==> src/rtl/adc_seq_pkg.sv <==
package adc_seq_pkg;
  localparam int CH_BITS = 4;

  typedef struct packed {
    logic                justify;
    logic                sgn;
    logic                rpt;
    logic                multi;
    logic [CH_BITS-1:0]  ch;
  } ctl_t;

  typedef enum logic [1:0] {
    S_IDLE  = 2'd0,
    S_ISSUE = 2'd1,
    S_WAIT  = 2'd2,
    S_DRAIN = 2'd3
  } seq_state_t;
endpackage

==> src/rtl/adc_res_fmt.sv <==
module adc_res_fmt #(
  parameter int CODE_W = 10,
  parameter int RES_W  = 16
) (
  input  logic              justify,
  input  logic              sgn,
  input  logic [CODE_W-1:0] code,
  output logic [RES_W-1:0]  res
);
  localparam int PAD = RES_W - CODE_W;

  always_comb begin
    if (justify)
      res = {{PAD{1'b0}}, code};
    else if (sgn)
      res = {~code[CODE_W-1], code[CODE_W-2:0], {PAD{1'b0}}};
    else
      res = {code, {PAD{1'b0}}};
  end
endmodule

==> src/rtl/adc_slot_ram.sv <==
module adc_slot_ram #(
  parameter int DW    = 16,
  parameter int DEPTH = 8,
  localparam int AW   = $clog2(DEPTH)
) (
  input  logic          clk,
  input  logic          we,
  input  logic [AW-1:0] waddr,
  input  logic [DW-1:0] wdata,
  input  logic [AW-1:0] raddr,
  output logic [DW-1:0] rdata
);
  logic [DW-1:0] mem [DEPTH];

  always_ff @(posedge clk) begin
    if (we) mem[waddr] <= wdata;
    rdata <= mem[raddr];
  end
endmodule

==> src/rtl/adc_seq_fsm.sv <==
module adc_seq_fsm import adc_seq_pkg::*; #(
  parameter int NUM_CH    = 16,
  parameter int MAX_SLOTS = 8,
  parameter int LEN_W     = 4,
  localparam int SLOT_W   = $clog2(MAX_SLOTS)
) (
  input  logic               clk,
  input  logic               rst,
  input  logic               cfg_we,
  input  logic [CH_BITS-1:0] new_ch,
  input  ctl_t               ctl_q,
  input  logic [LEN_W-1:0]   seq_len,
  input  logic               conv_done,
  output logic               conv_start,
  output logic [CH_BITS-1:0] conv_ch,
  output logic               wr_en,
  output logic [SLOT_W-1:0]  wr_slot,
  output logic               seq_done
);
  localparam logic [LEN_W-1:0]   MAXL   = LEN_W'(MAX_SLOTS);
  localparam logic [CH_BITS-1:0] LAST_CH = CH_BITS'(NUM_CH - 1);

  seq_state_t         state;
  logic [LEN_W-1:0]   idx;
  logic [LEN_W-1:0]   len_q;
  logic [CH_BITS-1:0] ch_q;
  logic               busy;

  function automatic logic [LEN_W-1:0] eff_len(input logic [LEN_W-1:0] l);
    if (l == '0 || l > MAXL) return MAXL;
    return l;
  endfunction

  assign busy = (state == S_WAIT) || (state == S_DRAIN);

  always_ff @(posedge clk) begin
    conv_start <= 1'b0;
    wr_en      <= 1'b0;
    if (rst) begin
      state    <= S_IDLE;
      idx      <= '0;
      len_q    <= MAXL;
      ch_q     <= '0;
      conv_ch  <= '0;
      wr_slot  <= '0;
      seq_done <= 1'b0;
    end else if (cfg_we) begin
      seq_done <= 1'b0;
      idx      <= '0;
      len_q    <= eff_len(seq_len);
      ch_q     <= new_ch;
      state    <= (busy && !conv_done) ? S_DRAIN : S_ISSUE;
    end else begin
      case (state)
        S_ISSUE: begin
          conv_start <= 1'b1;
          conv_ch    <= ch_q;
          state      <= S_WAIT;
        end
        S_DRAIN: begin
          if (conv_done) state <= S_ISSUE;
        end
        S_WAIT: begin
          if (conv_done) begin
            wr_en   <= 1'b1;
            wr_slot <= idx[SLOT_W-1:0];
            if (idx == len_q - 1'b1) begin
              seq_done <= 1'b1;
              if (ctl_q.rpt) begin
                idx   <= '0;
                ch_q  <= ctl_q.ch;
                len_q <= eff_len(seq_len);
                state <= S_ISSUE;
              end else begin
                state <= S_IDLE;
              end
            end else begin
              idx <= idx + 1'b1;
              if (ctl_q.multi)
                ch_q <= (ch_q == LAST_CH) ? '0 : ch_q + 1'b1;
              state <= S_ISSUE;
            end
          end
        end
        default: ;
      endcase
    end
  end

  AST_START_PULSE: assert property (@(posedge clk) disable iff (rst)
    conv_start |=> !conv_start);

  AST_WRITE_CLEARS_DONE: assert property (@(posedge clk) disable iff (rst)
    cfg_we |=> !seq_done);

  AST_NO_WRITE_WHEN_DRAINING: assert property (@(posedge clk) disable iff (rst)
    (state == S_DRAIN) |=> !wr_en);
endmodule

==> src/rtl/adc_seq_ctrl.sv <==
module adc_seq_ctrl import adc_seq_pkg::*; #(
  parameter int CODE_W    = 10,
  parameter int RES_W     = 16,
  parameter int NUM_CH    = 16,
  parameter int MAX_SLOTS = 8,
  parameter int LEN_W     = 4,
  localparam int SLOT_W   = $clog2(MAX_SLOTS)
) (
  input  logic               clk,
  input  logic               rst,
  input  logic               cfg_we,
  input  logic [7:0]         cfg_wdata,
  input  logic [LEN_W-1:0]   seq_len,
  output logic [7:0]         cfg_q,
  output logic               conv_start,
  output logic [CH_BITS-1:0] conv_ch,
  input  logic               conv_done,
  input  logic [CODE_W-1:0]  conv_code,
  output logic               seq_done,
  input  logic [SLOT_W-1:0]  rd_slot,
  output logic [RES_W-1:0]   rd_data
);
  ctl_t              ctl_q;
  ctl_t              ctl_in;
  logic              wr_en;
  logic [SLOT_W-1:0] wr_slot;
  logic [RES_W-1:0]  fmt_res;
  logic [RES_W-1:0]  wr_data_q;

  assign ctl_in = ctl_t'(cfg_wdata);
  assign cfg_q  = ctl_q;

  always_ff @(posedge clk) begin
    if (rst)         ctl_q <= '0;
    else if (cfg_we) ctl_q <= ctl_in;
  end

  adc_seq_fsm #(
    .NUM_CH(NUM_CH), .MAX_SLOTS(MAX_SLOTS), .LEN_W(LEN_W)
  ) fsm_i (
    .clk(clk), .rst(rst), .cfg_we(cfg_we), .new_ch(ctl_in.ch),
    .ctl_q(ctl_q), .seq_len(seq_len), .conv_done(conv_done),
    .conv_start(conv_start), .conv_ch(conv_ch),
    .wr_en(wr_en), .wr_slot(wr_slot), .seq_done(seq_done)
  );

  adc_res_fmt #(.CODE_W(CODE_W), .RES_W(RES_W)) fmt_i (
    .justify(ctl_q.justify), .sgn(ctl_q.sgn), .code(conv_code), .res(fmt_res)
  );

  always_ff @(posedge clk) begin
    if (conv_done) wr_data_q <= fmt_res;
  end

  adc_slot_ram #(.DW(RES_W), .DEPTH(MAX_SLOTS)) ram_i (
    .clk(clk), .we(wr_en), .waddr(wr_slot), .wdata(wr_data_q),
    .raddr(rd_slot), .rdata(rd_data)
  );

  AST_SINGLE_CH: assert property (@(posedge clk) disable iff (rst)
    (conv_start && !ctl_q.multi) |-> (conv_ch == ctl_q.ch));

  AST_STOP_AFTER_SINGLE: assert property (@(posedge clk) disable iff (rst)
    (seq_done && !ctl_q.rpt) |-> !conv_start);

  AST_RJ_UNSIGNED: assert property (@(posedge clk) disable iff (rst)
    (wr_en && ctl_q.justify) |-> (wr_data_q[RES_W-1:CODE_W] == '0));

  AST_LJ_LOW_ZERO: assert property (@(posedge clk) disable iff (rst)
    (wr_en && !ctl_q.justify) |-> (wr_data_q[RES_W-CODE_W-1:0] == '0));
endmodule

==> config.mk <==
export PLATFORM = sky130hd
export DESIGN_NAME = adc_seq_ctrl
export DESIGN_NICKNAME = d
export VERILOG_FILES = /design/src/rtl/adc_seq_pkg.sv /design/src/rtl/adc_res_fmt.sv /design/src/rtl/adc_slot_ram.sv /design/src/rtl/adc_seq_fsm.sv /design/src/rtl/adc_seq_ctrl.sv
export SDC_FILE = /design/constraint.sdc
export NUM_CORES = 1
export LEC_CHECK = 0
export ABC_AREA = 1
export BUFFER_PORTS_ARGS = -buffer_cell sky130_fd_sc_hd__buf_2
export CAP_MARGIN = 0
export CORE_ASPECT_RATIO = 0.75
export CORE_UTILIZATION = 55
export CTS_BUF_LIST = sky130_fd_sc_hd__clkbuf_16
export CTS_CLUSTER_DIAMETER = 50
export CTS_CLUSTER_SIZE = 25
export DETAILED_ROUTE_END_ITERATION = 8
export PLACE_DENSITY = 0.74
export SKIP_LAST_GASP = 1
export SLEW_MARGIN = 20
export SYNTH_ARGS = -nofsm -noshare
export SYNTH_HDL_FRONTEND = slang
export SYNTH_SLANG_ARGS = --single-unit
==> constraint.sdc <==
create_clock -name clk -period 2 [get_ports clk]
set_input_delay 0.1 -clock clk [delete_from_list [all_inputs] [get_ports clk]]
set_output_delay 0.1 -clock clk [all_outputs]
set_load 0.005 [all_outputs]
==> impl_metrics.json, run 1 <==
{
  "status": "complete, no violations",
  "fin_skew_ps": 5.63,
  "hp-class": "input pin to flip-flop",
  "die_w_um": 136,
  "crit_family": "simple AND/OR/NAND/NOR gates",
  "syn_to_final_growth_pct": 19.1,
  "wl_um": 16100,
  "syn_nets": 689,
  "final-seq-area_mm2": 0.00529,
  "layout_min_cycle_time_ps": 1830,
  "insertion_delay_ps": 420,
  "pin_count": 59,
  "instances_no_fill": 940,
  "slew_violations": 0,
  "vias_per_cell": 5.53,
  "nFillCells": 935,
  "dp_cells": 883,
  "cp.depth": 14,
  "slew_headroom_pct": 60.3,
  "critPathKind": "flip-flop to flip-flop",
  "gp_congestion": 0.791,
  "clock-sinks": 192,
  "timing.critical_path.mode_cell": "nand2_1",
  "grt_pass1_vias": 4995,
  "drc": 0,
  "slowest_delay_ps": 340,
  "r2r_cells": 14,
  "grt_pass1_wl_um": 25300,
  "postRouteAntennaNets": 0,
  "leakagePower_uw": 0.00340,
  "clkSlewWorstSetupHoldPaths_ps": 60,
  "die-area_mm2": 0.0140,
  "grt_max_degree": 65,
  "arrival_ps": 2170,
  "antenna_found_initial": 0,
  "critical_path.slowest_cell": "dfxtp_2",
  "initial_utilization_pct": 56.9,
  "io_buffers": 58,
  "finalHoldViolCount": 0,
  "cp_max_fo": 5,
  "fmax_mhz": 548,
  "cts_buffers": 17,
  "final_cell_mix": "nor2_1 (161), edfxtp_1 (144), o21ai_0 (80)",
  "routedWlPerCell_um": 17.2,
  "drive_above_1_share_pct": 17.7,
  "cts_tree": "built",
  "rows": 36,
  "multi_input_area_mm2": 0.00188,
  "fin_crit_sh_pct": 91.3,
  "antenna_cells": 0,
  "grt_util_all_layers_pct": 24.6,
  "coreArea_mm2": 0.0131,
  "final_common_cell": "nor2_1",
  "die_height_um": 103,
  "setup_viol": 0,
  "drtPass1Iterations": 5,
  "ys_types": 32,
  "netlist_instances": 657,
  "worst-path-buf-inv": 2,
  "ys_ff_latch": 192,
  "whs_path_depth": 3,
  "overflow": 0,
  "crit_required_ps": 2350,
  "ys_warn_count": 0,
  "layout.nets": 788,
  "synth_area_mm2": 0.00743,
  "root_buffer": "clkbuf_16",
  "max-cap-violations": 0,
  "rsz0062_at_grt": "no",
  "synth.avg_cell_area_um2": 11.3,
  "cts_buffer_depth": 2,
  "cp-start-kind": "flip-flop",
  "tightest_slew_ps": 595,
  "drt_iter0_drc": 490,
  "tns_ps": 0,
  "worstPathCellList": "inv_1 -> ha_4 -> inv_1 -> nand2_1 -> nand2_1 -> nand2_1 -> nand2_1 -> nor2_4 -> nand2_4 -> nor2_4 -> nand2_4 -> nand2_4 -> o21ai_1 -> nor2_1",
  "dp_hpwl_um": 9960,
  "irDropWorstVdd_mv": 0.601,
  "seq_area_frac_synth_pct": 71.1,
  "power.density_mw_per_mm2": 922,
  "via_count": 5194,
  "htreeDepth": 4,
  "end_kind": "flip-flop"
}
where the power goes:
part | internal [uW] | leakage (uW) | switching, uW
sequential | 4380 | 0.00171 | 83.7
combinational | 210 | 0.00141 | 305
clock | 1810 | 0.000284 | 1380
flip-flops by register name, summed over array words and instances, names as in the netlist:
signal,count
cfg_q,8
fsm_i.ch_q,4
fsm_i.conv_ch,4
fsm_i.conv_start,1
fsm_i.idx,4
fsm_i.len_q,4
fsm_i.seq_done,1
fsm_i.state,2
fsm_i.wr_en,1
fsm_i.wr_slot,3
ram_i.mem,128
ram_i.rdata,16
wr_data_q,16
worst register-to-register path, cell delays in order, from the launching register on:
cell	delay, ps
dfxtp_2	340
inv_1	100
ha_4	140
inv_1	40
nand2_1	80
nand2_1	60
nand2_1	60
nand2_1	90
nor2_4	180
nand2_4	110
nor2_4	160
nand2_4	90
nand2_4	90
o21ai_1	70
nor2_1	150
cell usage after synthesis:
library cell / count / area share [%]
nor2_1: 161 / 8.1
edfxtp_1: 144 / 58
o21ai_0: 80 / 5.4
nand2_1: 53 / 2.7
dfxtp_1: 48 / 13
inv_1: 40 / 2.0
clkbuf_1: 22 / 1.1
a31oi_1: 17 / 1.4
o22ai_1: 17 / 1.4
a21oi_1: 15 / 1.0
nand3_1: 14 / 0.94
nand2_4: 4 / 0.61
o21ai_1: 4 / 0.27
xor2_1: 4 / 0.47
buf_2: 3 / 0.20
buf_4: 3 / 0.30
ha_1: 3 / 0.51
inv_2: 3 / 0.15
xnor2_1: 3 / 0.35
a21oi_2: 2 / 0.24
a22oi_1: 2 / 0.20
buf_1: 2 / 0.10
nand2_2: 2 / 0.17
nand4_1: 2 / 0.17
nor2_4: 2 / 0.30
clkinv_1: 1 / 0.050
mux2_2: 1 / 0.15
nand3_2: 1 / 0.13
nor2_2: 1 / 0.084
nor3_1: 1 / 0.067
nor4_1: 1 / 0.084
o21a_1: 1 / 0.10
repair_timing:
item	in CTS	in global routing
resized for setup	0	5
buffers inserted	0	3
endpoints found under the hold margin	22	0
hold buffers	21	0
endpoints found under the setup margin	0	12
per-stage QoR:
step	power, uW	hold WS, ps	instance area, um^2	setup WS, ps	util [%]
final	8160	28.9	8850	174	67.8
after detailed placement	5010	337	8030	137	61.5
after global routing	8420	17.4	8850	14.3	67.8
after global placement	4980	328	8030	225	61.5
after CTS	8180	14.2	8800	102	67.3
after floorplan	4800	212	7430	329	-
area by class of cell:
class | count | area share [%]
clock buffers | 17 | 4.81
clock inverters | 15 | 1.44
inverters | 44 | 1.89
multi-input cells | 392 | 21.2
flip-flops and latches | 192 | 59.7
well taps | 171 | 2.42
repair buffers | 109 | 8.48
routing by layer:
layer  vias to the layer above  GRT usage, %  routed length (um)
li1                       2471             -                   -
met2                       193          39.9                7590
met1                      2494          33.1                7290
met3                        36          4.77                 939
met4                         0          10.0                 325
met5                         -             0                   0
worst paths after layout:
kind                  start             end  slack [ps]
max          fsm_i.len_q[0]  fsm_i.len_q[1]         170
min              seq_len[0]  fsm_i.len_q[0]          30
max reg2reg  fsm_i.len_q[0]  fsm_i.len_q[1]         170
min reg2reg  fsm_i.seq_done  fsm_i.seq_done         490
cell families (layout without fill, tap and decap cells):
kind of cell,after synthesis,count (layout),synth area share [%]
compound gates,138,138,10.1
xor+xnor,7,7,0.825
fa+ha+maj,3,3,0.505
buf+inv,74,185,3.94
flops,192,192,71.1
mux,1,1,0.152
simple gates,242,243,13.4
(Power assumes the default switching activity.)
==> run 2, diff against run 1 <==
--- a/config.mk
+++ b/config.mk
@@ -8,7 +8,7 @@
 export ABC_AREA = 1
 export BUFFER_PORTS_ARGS = -buffer_cell sky130_fd_sc_hd__buf_2
 export CAP_MARGIN = 0
-export CORE_ASPECT_RATIO = 0.75
+export CORE_MARGIN = 2
 export CORE_UTILIZATION = 55
 export CTS_BUF_LIST = sky130_fd_sc_hd__clkbuf_16
 export CTS_CLUSTER_DIAMETER = 50
@@ -20,3 +20,4 @@
 export SYNTH_ARGS = -nofsm -noshare
 export SYNTH_HDL_FRONTEND = slang
 export SYNTH_SLANG_ARGS = --single-unit
+export TNS_END_PERCENT = 50
==> run 2 against run 1 <==
Against the previous run:
- utilization is 1.3 points lower
- non-clock buffer count is 9 lower
- register-to-register slack better by 30 ps
- sequential share of layout area is 0.36 points higher
- sequential power hardly changed
- hold slack lost 9.8 ps
- fmax up 1.4%
- clock skew grew 0.96 ps
- critical endpoint is now fsm_i.ch_q[3]
==> impl_metrics.json, run 2 (synthesis gave the netlist of run 1 again) <==
{
  "setup_viol": 0,
  "final_common_cell": "nor2_1",
  "timing.critical_path.mode_cell": "nand2_1",
  "irDropWorstVdd_mv": 0.604,
  "instances_no_fill": 935,
  "htreeDepth": 4,
  "io_buffers": 58,
  "cts_buffers": 17,
  "layout.nets": 778,
  "coreArea_mm2": 0.0132,
  "cts_buffer_depth": 2,
  "worstPathCellList": "inv_1 -> ha_1 -> nand2_1 -> inv_1 -> nor2_1 -> nand2_1 -> nor2_4 -> nand2_4 -> nand2_2 -> nand3_4 -> nand2_1 -> nand2_1 -> nor2_1",
  "clock-sinks": 192,
  "grt_pass1_wl_um": 25300,
  "leakagePower_uw": 0.00335,
  "tightest_slew_ps": 657,
  "drive_above_1_share_pct": 16.6,
  "initial_utilization_pct": 56.1,
  "end_kind": "flip-flop",
  "cts_setup_buffers": 0,
  "grt_util_all_layers_pct": 23.2,
  "hp-class": "input pin to flip-flop",
  "arrival_ps": 2170,
  "antenna_cells": 0,
  "top_register": "ram_i.mem",
  "via_count": 5130,
  "nFillCells": 964,
  "clkSlewWorstSetupHoldPaths_ps": 70,
  "grt_max_degree": 65,
  "insertion_delay_ps": 440,
  "die-area_mm2": 0.0145,
  "pin_count": 59,
  "fin_util_pct": 66.4,
  "dp_slack_ps": 154,
  "routedWlPerCell_um": 17.0,
  "wl_um": 15900,
  "final-seq-area_mm2": 0.00529,
  "dp_cells": 879,
  "antenna_found_initial": 0,
  "multi_input_area_mm2": 0.00186,
  "critical_path.slowest_cell": "dfxtp_2",
  "die_w_um": 120,
  "cp-start-kind": "flip-flop",
  "syn_to_final_growth_pct": 18.4,
  "power.density_mw_per_mm2": 946,
  "grt_pass1_vias": 5006,
  "drc": 0,
  "cp_max_fo": 9,
  "finalHoldViolCount": 0,
  "postRouteAntennaNets": 0,
  "slew_violations": 0,
  "vias_per_cell": 5.49,
  "max-cap-violations": 0,
  "fin_skew_ps": 6.59,
  "rsz0062_at_grt": "no",
  "top_regs": "ram_i.mem: 128 flops, ram_i.rdata: 16 flops, wr_data_q: 16 flops",
  "dp_hpwl_um": 9540,
  "slowest_delay_ps": 350,
  "die_height_um": 120,
  "tns_ps": 0,
  "crit_required_ps": 2370,
  "fin_crit_sh_pct": 90.0,
  "gp_congestion": 0.832,
  "drtPass1Iterations": 5,
  "overflow": 0,
  "critPathKind": "flip-flop to flip-flop",
  "rows": 42,
  "root_buffer": "clkbuf_16",
  "setup_ws_ps": 200,
  "slew_headroom_pct": 56.2,
  "cts_tree": "built",
  "final_cell_mix": "nor2_1 (161), edfxtp_1 (144), o21ai_0 (80)",
  "status": "complete, no violations",
  "fmax_mhz": 556,
  "drt_iter0_drc": 446,
  "layout_min_cycle_time_ps": 1800,
  "largest_reg_flops": 128,
  "whs_ps": 19.2
}
-- run 2: changes by cell type in the layout (fill, tap and decap cells not counted), moves of 2 or more --
cell           change
buf_4             -10
clkinv_2           -6
inv_6              +4
inv_8              +4
dlygate4sd3_1      +3
buf_12             -2
clkinv_1           -2
clkinv_4           +2
inv_1              -2
-- run 2: where the power goes --
part,internal [uW],switching [uW],total (uW)
Combinational,201,297,499
Clock,1780,1590,3370
Sequential,4370,80.0,4450
Total,6360,1960,8320
-- run 2: critical path: cells and delay by family (launching register included) --
kind / cells / cell delay, ps
and+or+nand+nor: 10 / 990
adders and majority gates: 1 / 300
DFF: 1 / 350
buffers and inverters: 2 / 90
-- run 2: layout make-up --
class / instances / area share (%)
Multi-Input combinational cell: 391 / 21.2
Clock buffer: 17 / 4.84
Sequential cell: 192 / 60.1
Timing Repair Buffer: 100 / 7.57
Clock inverter: 15 / 1.92
Tap cell: 176 / 2.50
Inverter: 44 / 1.88
-- run 2: repair_timing --
| item | CTS | global route |
|---|---|---|
| endpoints found under the hold margin | 28 | 0 |
| gates resized for setup | 0 | 3 |
| hold buffers | 24 | 0 |
| setup endpoints to repair | 0 | 7 |
-- run 2: path summary, 6_finish.rpt --
| check | start | end | slack, ps | depth (start not counted) |
|---|---|---|---|---|
| setup reg to reg | fsm_i.len_q[0] | fsm_i.ch_q[3] | 200 | 13 |
| setup / recovery | fsm_i.len_q[0] | fsm_i.ch_q[3] | 200 | 13 |
| hold reg to reg | fsm_i.seq_done | fsm_i.seq_done | 470 | 1 |
| hold / removal | conv_done | fsm_i.state[1] | 20 | 4 |
-- run 2: per-layer routing --
layer,vias to the layer above,wire length [um],track usage (%)
met4,0,265,8.72
met3,30,1070,4.86
met5,-,0,0
li1,2445,-,-
met1,2449,6630,29.8
met2,206,7920,39.2
-- run 2: per-stage QoR --
| step | cell area (um^2) | total power, uW |
|---|---|---|
| 5_1_grt | 8800 | 8560 |
| 2_1_floorplan | 7430 | 4800 |
| 3_3_place_gp | 7950 | 4970 |
| 3_5_place_dp | 7950 | 4990 |
| 4_1_cts | 8780 | 8350 |
| 6_report | 8800 | 8320 |
